[config.mk]
export PLATFORM = sky130hd
export DESIGN_NAME = mc_cell
export DESIGN_NICKNAME = d
export VERILOG_FILES = /design/src/rtl/mc_pkg.sv /design/src/rtl/mc_clk_sel.sv /design/src/rtl/mc_ctrl.sv /design/src/rtl/mc_store.sv /design/src/rtl/mc_cell.sv
export SDC_FILE = /design/constraint.sdc
export NUM_CORES = 1
export LEC_CHECK = 0
export CAP_MARGIN = 20
export CORE_MARGIN = 10
export CORE_UTILIZATION = 28
export DETAILED_ROUTE_END_ITERATION = 8
export PLACE_DENSITY = 0.84
export SLEW_MARGIN = 20
export SYNTH_ARGS = -nofsm -noshare
export SYNTH_HDL_FRONTEND = slang
export SYNTH_SLANG_ARGS = --single-unit
[constraint.sdc]
create_clock -name clk -period 2.9 [get_ports clk]
set_input_delay 0.58 -clock clk [delete_from_list [all_inputs] [get_ports clk]]
set_output_delay 0.58 -clock clk [all_outputs]
set_load 0.05 [all_outputs]
[src/rtl/mc_pkg.sv]
package mc_pkg;

    localparam int NUM_GCLK   = 4;
    localparam int NUM_SHCLK  = 2;
    localparam int NUM_SHPR   = 2;
    localparam int SEL_W      = $clog2(NUM_GCLK + NUM_SHCLK + 2);
    localparam int MASK_W     = NUM_SHPR + 2;
    localparam logic [SEL_W-1:0] SEL_PT   = SEL_W'(NUM_GCLK + NUM_SHCLK);
    localparam logic [SEL_W-1:0] SEL_NONE = SEL_W'(NUM_GCLK + NUM_SHCLK + 1);

    typedef enum logic [1:0] {
        ST_DREG   = 2'd0,
        ST_LATCH  = 2'd1,
        ST_TOGGLE = 2'd2,
        ST_DREG2  = 2'd3
    } store_mode_e;

    typedef enum logic [1:0] {
        CE_ON   = 2'd0,
        CE_GLB  = 2'd1,
        CE_TERM = 2'd2,
        CE_BOTH = 2'd3
    } ce_sel_e;

    typedef struct packed {
        logic level;
        logic edge_hit;
    } clk_evt_t;

    typedef struct packed {
        logic en;
        logic clr;
        logic pre;
    } ctl_t;

    function automatic logic pick_ce(input ce_sel_e s, input logic g, input logic t);
        case (s)
            CE_ON:   return 1'b1;
            CE_GLB:  return g;
            CE_TERM: return t;
            default: return g & t;
        endcase
    endfunction

endpackage

[src/rtl/mc_clk_sel.sv]
module mc_clk_sel
    import mc_pkg::*;
(
    input  logic                  clk,
    input  logic                  rst,
    input  logic [NUM_GCLK-1:0]   gclk,
    input  logic [NUM_SHCLK-1:0]  sh_clk,
    input  logic                  pt_clk,
    input  logic [SEL_W-1:0]      sel,
    input  logic                  inv,
    output clk_evt_t              evt
);
    localparam int NSRC = NUM_GCLK + NUM_SHCLK + 1;

    logic [NSRC-1:0] srcs;
    logic            raw;
    logic            lvl;
    logic            prev_lvl;

    assign srcs = {pt_clk, sh_clk, gclk};

    always_comb begin
        raw = 1'b0;
        if (sel < SEL_NONE) raw = srcs[sel];
    end

    // selection 0 is the master clock and is never inverted; none stays low
    assign lvl = (sel == '0 || sel == SEL_NONE) ? raw : (raw ^ inv);

    always_ff @(posedge clk) begin
        if (rst) prev_lvl <= 1'b1;
        else     prev_lvl <= lvl;
    end

    assign evt.level    = lvl;
    assign evt.edge_hit = lvl & ~prev_lvl;


    no_clk_edge_chk: assert property (@(posedge clk) disable iff (rst)
        (sel == SEL_NONE) |-> !evt.edge_hit);


    master_noinv_chk: assert property (@(posedge clk) disable iff (rst)
        (sel == '0) |-> (evt.level == gclk[0]));

endmodule

[src/rtl/mc_ctrl.sv]
module mc_ctrl
    import mc_pkg::*;
(
    input  ce_sel_e              ce_sel,
    input  logic                 gce,
    input  logic                 pt_ce,
    input  logic                 gsr,
    input  logic [NUM_SHPR-1:0]  sh_pr,
    input  logic                 pt_rst,
    input  logic                 pt_set,
    input  logic [MASK_W-1:0]    rst_mask,
    input  logic [MASK_W-1:0]    set_mask,
    output ctl_t                 ctl
);
    logic [MASK_W-1:0] rst_src;
    logic [MASK_W-1:0] set_src;

    assign rst_src = {pt_rst, sh_pr, gsr};
    assign set_src = {pt_set, sh_pr, gsr};

    assign ctl.en  = pick_ce(ce_sel, gce, pt_ce);
    assign ctl.clr = |(rst_src & rst_mask);
    assign ctl.pre = |(set_src & set_mask);

endmodule

[src/rtl/mc_store.sv]
module mc_store
    import mc_pkg::*;
(
    input  logic        clk,
    input  logic        rst,
    input  store_mode_e mode,
    input  clk_evt_t    evt,
    input  ctl_t        ctl,
    input  logic        d,
    output logic        q_out
);
    logic q_st;
    logic open_latch;

    assign open_latch = (mode == ST_LATCH) && evt.level && ctl.en;

    always_ff @(posedge clk) begin
        if (rst) begin
            q_st <= 1'b0;
        end else if (ctl.clr) begin
            q_st <= 1'b0;
        end else if (ctl.pre) begin
            q_st <= 1'b1;
        end else begin
            case (mode)
                ST_LATCH:  if (open_latch) q_st <= d;
                ST_TOGGLE: if (evt.edge_hit && ctl.en && d) q_st <= ~q_st;
                default:   if (evt.edge_hit && ctl.en) q_st <= d;
            endcase
        end
    end

    always_comb begin
        if (ctl.clr)         q_out = 1'b0;
        else if (ctl.pre)    q_out = 1'b1;
        else if (open_latch) q_out = d;
        else                 q_out = q_st;
    end


    rst_wins_chk: assert property (@(posedge clk) disable iff (rst)
        ctl.clr |-> !q_out);


    dreg_load_chk: assert property (@(posedge clk) disable iff (rst)
        ((mode == ST_DREG || mode == ST_DREG2) && !ctl.clr && !ctl.pre
         && evt.edge_hit && ctl.en) |=> (q_st == $past(d)));


    toggle_flip_chk: assert property (@(posedge clk) disable iff (rst)
        (mode == ST_TOGGLE && !ctl.clr && !ctl.pre && evt.edge_hit
         && ctl.en && d) |=> (q_st != $past(q_st)));


    hold_no_en_chk: assert property (@(posedge clk) disable iff (rst)
        (!ctl.en && !ctl.clr && !ctl.pre) |=> $stable(q_st));

endmodule

[src/rtl/mc_cell.sv]
module mc_cell
    import mc_pkg::*;
(
    input  logic                 clk,
    input  logic                 rst,
    input  logic                 shared_sum,
    input  logic                 bypass_sum,
    input  logic                 pad_in,
    input  logic [NUM_GCLK-1:0]  gclk,
    input  logic [NUM_SHCLK-1:0] sh_clk,
    input  logic                 pt_clk,
    input  logic                 gce,
    input  logic                 pt_ce,
    input  logic                 gsr,
    input  logic [NUM_SHPR-1:0]  sh_pr,
    input  logic                 pt_rst,
    input  logic                 pt_set,
    input  logic                 cfg_bypass,
    input  logic                 cfg_invert,
    input  logic [1:0]           cfg_mode,
    input  logic [SEL_W-1:0]     cfg_clk_sel,
    input  logic                 cfg_clk_inv,
    input  logic [1:0]           cfg_ce_sel,
    input  logic                 cfg_pad_load,
    input  logic [MASK_W-1:0]    cfg_rst_mask,
    input  logic [MASK_W-1:0]    cfg_set_mask,
    output logic                 reg_q,
    output logic                 comb_o
);
    logic     logic_v;
    logic     data_v;
    clk_evt_t evt;
    ctl_t     ctl;

    assign logic_v = (cfg_bypass ? bypass_sum : shared_sum) ^ cfg_invert;
    assign data_v  = cfg_pad_load ? pad_in : logic_v;
    assign comb_o  = logic_v;

    mc_clk_sel u_clk (
        .clk    (clk),
        .rst    (rst),
        .gclk   (gclk),
        .sh_clk (sh_clk),
        .pt_clk (pt_clk),
        .sel    (cfg_clk_sel),
        .inv    (cfg_clk_inv),
        .evt    (evt)
    );

    mc_ctrl u_ctl (
        .ce_sel   (ce_sel_e'(cfg_ce_sel)),
        .gce      (gce),
        .pt_ce    (pt_ce),
        .gsr      (gsr),
        .sh_pr    (sh_pr),
        .pt_rst   (pt_rst),
        .pt_set   (pt_set),
        .rst_mask (cfg_rst_mask),
        .set_mask (cfg_set_mask),
        .ctl      (ctl)
    );

    mc_store u_st (
        .clk   (clk),
        .rst   (rst),
        .mode  (store_mode_e'(cfg_mode)),
        .evt   (evt),
        .ctl   (ctl),
        .d     (data_v),
        .q_out (reg_q)
    );


    pad_indep_chk: assert property (@(posedge clk) disable iff (rst)
        (cfg_pad_load && !cfg_bypass) |-> (comb_o == (shared_sum ^ cfg_invert)));

endmodule

* Word-level counts from Yosys, hierarchy flattened
Cells that the tools add are included.
** Operators by class
- Magnitude comparators :: 2
- Equal/unequal tests :: 6
- Multiplexer cells :: 14
- Bitwise gates (word level) :: 8
- Reduce and logical (&&, ||, !) cells :: 12
** Operators by type and width (number)
- 1-bit two-way mux :: 11
- 4-bit AND :: 2
- 4-bit OR reduction :: 2
- 5-bit OR reduction :: 1
- 2-bit by 1-bit == test with 1-bit output, second input constant :: 2
- 2-bit == test, second input constant :: 2
- 1-bit logical AND :: 4
- 3-bit by 4-bit < comparator with 1-bit output, second input constant :: 1
- 4-bit nonzero test :: 1
- 1-bit binary-select mux with 3-bit select :: 1
- 3-bit == test, second input constant :: 1
- 3-bit zero test :: 1
- 3-bit < comparator, second input constant :: 1
- 3-bit by 2-bit != test with 1-bit output, second input constant :: 1
- 1-bit one-hot mux with 3 select lines :: 1
- 1-bit AND :: 2
- 2-bit zero test :: 1
- 1-bit inverter :: 2
- 1-bit one-hot mux with 2 select lines :: 1
- 2-bit AND reduction :: 1
- 1-bit bitwise XOR :: 2
- 1-bit logical OR :: 1
** Storage, ports and cells
- Bits in registers :: 2
- Input bits :: 38
- Output and inout bits :: 2
- Word-level logic and storage cells :: 44

* Depth between registers and ports, before layout
Gate-level depths: netlist (run 1).
- Depth in word-level cells :: 11
- Gate-level depth with buffers :: 7
- Gate-level depth less buffers :: 6

* By module
From an unflattened synthesis (run 1), not the netlist that was laid out.
** Unflattened totals
- Cell total of the unflattened synthesis :: 50
- Area, all modules :: 404.1 um^2
** Modules (own cells, without submodules)
- mc_clk_sel :: times used 1, cells each 17, area each 173.9 um^2, sequential area each 20.0 um^2
- mc_store :: times used 1, cells each 21, area each 147.6 um^2, sequential area each 20.0 um^2
- mc_ctrl :: times used 1, cells each 9, area each 52.6 um^2, sequential area each 0.0 um^2
- mc_cell :: times used 1, cells each 3, area each 30.0 um^2, sequential area each 0.0 um^2

* Worst setup path before layout (run 1)
No wires, ideal clock.
- Path kind :: input-to-output
- From :: input cfg_clk_sel[1]
- To :: output reg_q
- Arrival time :: 2.868 ns
- Data required time :: 2.320 ns
- Slack :: -0.548 ns
- Stages on the path :: 7
- Cells stage by stage :: buf_6 nand2b_4 mux4_2 xor2_2 nand3_1 nor3_1 a211oi_1
** On the way
- Cells in the longest elaborated chain, start to end :: 10
- Elaborated cells between the ends (all ways) :: 14
- Those cells by class :: order compare: 1; eq/ne: 1; mux: 7; bitwise: 1; reduce/logical: 4
** Ends and longest elaborated chain
- start: declaration :: line mc_cell.sv:21 : input logic [SEL_W-1:0] cfg_clk_sel,
- 1-bit binary-select mux with 3-bit select :: line mc_clk_sel.sv:24 : if (sel < SEL_NONE) raw = srcs[sel];
- 1-bit two-way mux (not written as such) :: line mc_clk_sel.sv:24
- 1-bit two-way mux :: line mc_clk_sel.sv:24
- 1-bit bitwise XOR :: line mc_clk_sel.sv:28 : assign lvl = (sel == '0 || sel == SEL_NONE) ? raw : (raw ^ inv);
- 1-bit two-way mux * :: line mc_clk_sel.sv:28
- 1-bit logical AND * (2 in series) :: line mc_store.sv:15 : assign open_latch = (mode == ST_LATCH) && evt.level && ctl.en;
- 1-bit two-way mux *
- 1-bit two-way mux * :: line mc_store.sv:35 : else if (ctl.pre) q_out = 1'b1;
- 1-bit two-way mux * :: line mc_store.sv:34 : if (ctl.clr) q_out = 1'b0;
- end: declaration :: line mc_cell.sv:27 : output logic reg_q,
Every way passes the cells marked *; elsewhere a longest branch is shown, timed or not. The select of a mux whose other input is x is not followed.

* Final worst setup path (run 1)
- From :: input cfg_clk_sel[2]
- To :: output reg_q
The elaborated chain is that of the path after synthesis.

==> impl_metrics.ini, run 1 <==
[synthesis]
synthFlopType = dfxtp_1
synth_cell_type_count = 30
synthArstFlopShare_pct = 0
synth_edf_count = 0
ys_seq_elements = 2
syn-cell-area_um2 = 403
ys_seq_area_share_pct = 9.94
avgSynthCellArea_um2 = 8.76
synth_fp_nets = 86
yosysWarningCount = 0
syn_inst = 46

[pwr]
switching_power_w = 0.0000691
p_sw_share_pct = 31.6
pwr-share-comb_pct = 58.3
peakVddDrop_mv = 0.154
pwr-share-seq_pct = 14.5
cellLeakagePower_nw = 0.385
power.density_mw_per_mm2 = 256
cellInternalPower_w = 0.000150
power.clock.fraction_pct = 27.2
power_w = 0.000219

[outcome]
status = complete, no violations

[critical_path]
reg2reg_depth = 4
cp_cell_sequence = dlygate4sd2_1 -> mux4_2 -> xor2_2 -> nand3_2 -> buf_6 -> a211oi_4 -> buf_6
critical_path.most_common_cell = buf_6
regToRegStartpoint = u_clk.prev_lvl
cp_top_family = buffers and inverters
cp-start-kind = primary input
crit_path_top_delay_cell = mux4_2
path_max_fanout = 3
worstSetupEndpointType = primary output
crit_start = cfg_clk_sel[2]
path_class = in2out
slowest_delay_ns = 0.54
cp-endpoint = reg_q
rrSetupSlack_ns = 1.84
cp.depth = 7
arrival_ns = 2.23
required_ns = 2.32
path_buf_inv = 3
worstReg2RegEnd = u_st.q_st

[global_route]
grt_first_pass_wirelength_um = 2480
antenna_found_initial = 0
overflow = 0
first_global_vias = 602
grt_max_degree = 6
grt_usage_pct = 9.34

[cells_and_area]
area_delta_synth_final_pct = 112
n_antenna_cell = 0
fin_nets = 132
final_util_pct = 64.1
fin_area_um2 = 855
drive_gt1_share_pct = 21.1
fin_cells = 105

[sta]
slew_headroom_pct = 77.9
grt_setup_unrepaired = no
period_needed_ns = 2.81
hold_viol = 0
tightest_slew_ns = 0.330
timing.fmax_mhz = 355
drv_slew = 0
clock_skew_ns = 0.00312
setup_viol = 0
whs_ns = 0.717
finalCritPeriodShare_pct = 97.0

[clock_network]
clkSlewWorstSetupHoldPaths_ns = 0.03
cts_tree = yes
cts_root_buf = clkbuf_4
clock_latency_ns = 0.22
cts_sinks = 2
numCtsBuffers = 3
htree_levels = 1
cts.path.max_buffers = 2

[floorplan]
core_area_mm2 = 0.00133
fp.dieArea_mm2 = 0.00336
ios = 40
dieHeight_um = 57.9
row_count = 13
start_util_pct = 30.2
fp.dieW_um = 57.9

[drt]
viasPerCell = 5.00
first_pass_iters = 3
vias = 525
wl_per_cell_um = 14.8
drc = 0
drt_iter0_markers = 4
antenna_left = 0
routed_wl_um = 1550

[place]
dp.cells = 102
gp_congestion = 0.714
placed_cell_area_um2 = 831
io_buffers = 39
dpl.hpwl_um = 1440

[job]
cap_violations = 0

[min_path]
hp-class = reg2reg
## how the worst min path moves through the flow
stage	startpoint	to	slack (ns)	cells after the start
after CTS	u_st.q_st	u_st.q_st	0.71	3
after global routing	u_st.q_st	u_st.q_st	0.75	3
final	u_st.q_st	u_st.q_st	0.72	3
after floorplan	u_st.q_st	u_st.q_st	0.63	3
after global placement	u_st.q_st	u_st.q_st	0.68	3
after detailed placement	u_st.q_st	u_st.q_st	0.71	3
## cell type report
| cell class | instances | area, um2 |
|---|---|---|
| fillers | 121 | 479 |
| repair buffers | 42 | 399 |
| multi-input cells | 37 | 352 |
| flip-flops and latches | 2 | 40.0 |
| clock buffers | 3 | 22.5 |
| inverters | 6 | 22.5 |
| well taps | 15 | 18.8 |
## logic make-up after synthesis
logic type	after synthesis	share of synthesized area, %
xor+xnor	2	6.21
mux	5	15.5
buf+inv	7	8.38
fa+ha+maj	2	6.21
compound gates	14	31.4
simple gates	14	22.4
flops	2	9.94
## power groups by stage
stage	Sequential (W)	Clock (W)	Combinational, W
after global routing	0.0000318	0.0000633	0.000137
after floorplan	0.0000316	0	0.0000587
after CTS	0.0000316	0.0000629	0.000129
final	0.0000316	0.0000596	0.000127
after detailed placement	0.0000319	0	0.000130
after global placement	0.0000319	0	0.000126
## cell usage after synthesis (all sizes together) (2+ instances only)
master  instances  area share, %
nand3           3            5.0
ha              2            6.2
nand2           3            2.8
dfxtp           2            9.9
inv             6            5.6
a22oi           5             13
xor2            2            6.2
mux2i           4            9.9
## registers in the layout (all words and copies together) (netlist names)
name	cells
u_st.q_st	1
u_clk.prev_lvl	1
## layer usage
layer | GRT usage [%] | vias up | wire length (um)
li1 | - | 265 | -
met1 | 6.72 | 224 | 494
met2 | 16.9 | 28 | 783
met3 | 6.10 | 8 | 208
met4 | 7.05 | 0 | 63
met5 | 0 | - | 0
## stage by stage
stage	setup WS (ns)	setup TNS (ns)
floorplan	0.0441	0
global placement	-0.329	-0.329
detailed placement	-0.406	-0.406
CTS	0.0218	0
global route	0.0267	0
finish	0.0856	0
## tightest hold or removal path, cell delays in order (launching register included)
cell and delay (ns):
dfxtp_1 0.31, a21boi_0 0.13, o21bai_1 0.15, a21oi_1 0.07
## cell usage in the layout, fill, tap and decap left out, drive strengths merged, types with 2 or more instances in the layout
cell / netlist / layout
nand2: 3 / 3
inv: 6 / 6
clkbuf: 0 / 3
mux2i: 4 / 4
buf: 1 / 6
ha: 2 / 2
nand3: 3 / 3
clkdlybuf4s50: 0 / 27
dlygate4sd2: 0 / 9
a22oi: 5 / 5
xor2: 2 / 2
dfxtp: 2 / 2
## timing repair
item / CTS / global route
hold buffers: 0 / 0
buffers inserted: 0 / 0
pin swaps: 5 / 2
resized for setup: 16 / 2
endpoints found under the setup margin: 1 / 1
Note: power is estimated with default switching activity, not from simulation.
==> run 2: changes to the inputs <==
Settings changed: PLACE_DENSITY 0.84 to 0.73, SKIP_LAST_GASP from default to 1.
==> impl_metrics.ini, run 2 (same netlist as run 1, synthesis figures left out) <==
[min_path]
min-delay-start = u_st.q_st
hp-class = reg2reg

[sta]
clock_skew_ns = 0.00790
tightest_slew_ns = 0.324
setup_slack_ns = 0.0997
fin_setup_tns_ns = 0
period_needed_ns = 2.80
finalCritPeriodShare_pct = 96.6
drv_slew = 0
whs_ns = 0.672
timing.fmax_mhz = 357
hold_viol = 0
slew_headroom_pct = 78.3
grt_setup_unrepaired = no
setup_viol = 0

[global_route]
grt_max_degree = 7
overflow = 0
antenna_found_initial = 0
grt_usage_pct = 9.13
first_global_vias = 560
grt_first_pass_wirelength_um = 2500

[clock_network]
numCtsBuffers = 3
cts_sinks = 2
post-cts-setup-buffer-count = 0
clock_latency_ns = 0.23
cts_root_buf = clkbuf_4
htree_levels = 1
cts_tree = yes
cts.path.max_buffers = 2
clkSlewWorstSetupHoldPaths_ns = 0.03

[critical_path]
arrival_ns = 2.22
cp-start-kind = primary input
crit_path_top_delay_cell = mux4_2
cp_cell_sequence = dlygate4sd2_1 -> nand2b_4 -> mux4_2 -> xor2_2 -> nand3_2 -> buf_6 -> a211oi_4 -> buf_6
crit_start = sh_clk[1]
path_class = in2out
slowest_delay_ns = 0.49
worstSetupEndpointType = primary output
regToRegStartpoint = u_clk.prev_lvl
required_ns = 2.32
critical_path.most_common_cell = buf_6
path_max_fanout = 2

[floorplan]
start_util_pct = 30.2
fp.dieW_um = 57.9
row_count = 13
fp.dieArea_mm2 = 0.00336
core_area_mm2 = 0.00133
ios = 40
dieHeight_um = 57.9

[drt]
antenna_left = 0
drt_iter0_markers = 3
drc = 0
viasPerCell = 4.98
wl_per_cell_um = 14.4
routed_wl_um = 1510
vias = 523
first_pass_iters = 2

[place]
pre_cts_ws_ns = -0.364
io_buffers = 39
dpl.hpwl_um = 1340
gp_congestion = 0.731
dp.cells = 102

[pwr]
power.density_mw_per_mm2 = 261
cellLeakagePower_nw = 0.392
peakVddDrop_mv = 0.190

[cells_and_area]
drive_gt1_share_pct = 21.1
n_fill_cell = 130
final_common_cell = clkdlybuf4s50_1
mostFrequentLayoutCells = clkdlybuf4s50_1 (27), dlygate4sd2_1 (7), inv_1 (6), mux2i_1 (4), a22oi_1 (4)
area_delta_synth_final_pct = 113
fin_nets = 132
top_regs = u_clk.prev_lvl (1), u_st.q_st (1)
fin_cells = 105
n_antenna_cell = 0

[job]
cap_violations = 0

[outcome]
status = complete, no violations
[run 2: changes by cell type in the layout (fill, tap and decap cells not counted)]
cell / before / now
dlygate4sd2_1: 9 / 7
clkdlybuf4s15_1: 0 / 1
dlymetal6s2s_1: 0 / 1
[run 2: worst max-delay path, delay by kind of cell]
family	cells	cell delay, ns
buffers and inverters	3	0.56
multiplexers	1	0.49
AND/OR/NAND/NOR	2	0.16
XOR/XNOR	1	0.21
AO/OA/AOI/OAI	1	0.22
[run 2: layout make-up]
class,count,area [um2],area share [%]
sequential,2,40.0,4.66
clock buffer,3,22.5,2.62
timing repair buffer,42,404,47.0
multi-input combinational,37,352,40.9
inverter,6,22.5,2.62
tap,15,18.8,2.18
[run 2: final timing paths]
| kind | endpoint | slack [ns] | depth (start not counted) |
|---|---|---|---|
| worst min-delay path | u_st.q_st | 0.67 | 3 |
| worst max register to register | u_st.q_st | 1.88 | 4 |
| worst max-delay path | reg_q | 0.1 | 8 |
| worst min register to register | u_st.q_st | 0.67 | 3 |
[run 2: power breakdown]
part	switching (W)	total, W	internal (W)
combinational	0.0000535	0.000129	0.0000751
sequential	0.00000105	0.0000315	0.0000305
clock	0.0000187	0.0000645	0.0000459
[run 2: timing repair]
item                       CTS  global route
pin swaps                    4             3
setup endpoints to repair    1             1
gates resized for setup     15             5
hold buffers                 0             0
[run 2: routing by layer]
metal | vias to the layer above | part of all wire, % | track usage, %
li1 | 261 | - | -
met1 | 225 | 46 | 9.90
met2 | 35 | 41 | 14.6
met3 | 2 | 13 | 3.92
met4 | 0 | 0.99 | 5.03
met5 | - | 0 | 0
[run 2: metrics by stage]
| step | total power (W) | utilization [%] | cell area (um2) |
|---|---|---|---|
| 2_1_floorplan | 0.0000904 | - | 415 |
| 3_3_place_gp | 0.000162 | 62.3 | 831 |
| 3_5_place_dp | 0.000162 | 62.3 | 831 |
| 4_1_cts | 0.000231 | 64.6 | 862 |
| 5_1_grt | 0.000243 | 64.4 | 860 |
| 6_report | 0.000225 | 64.4 | 860 |
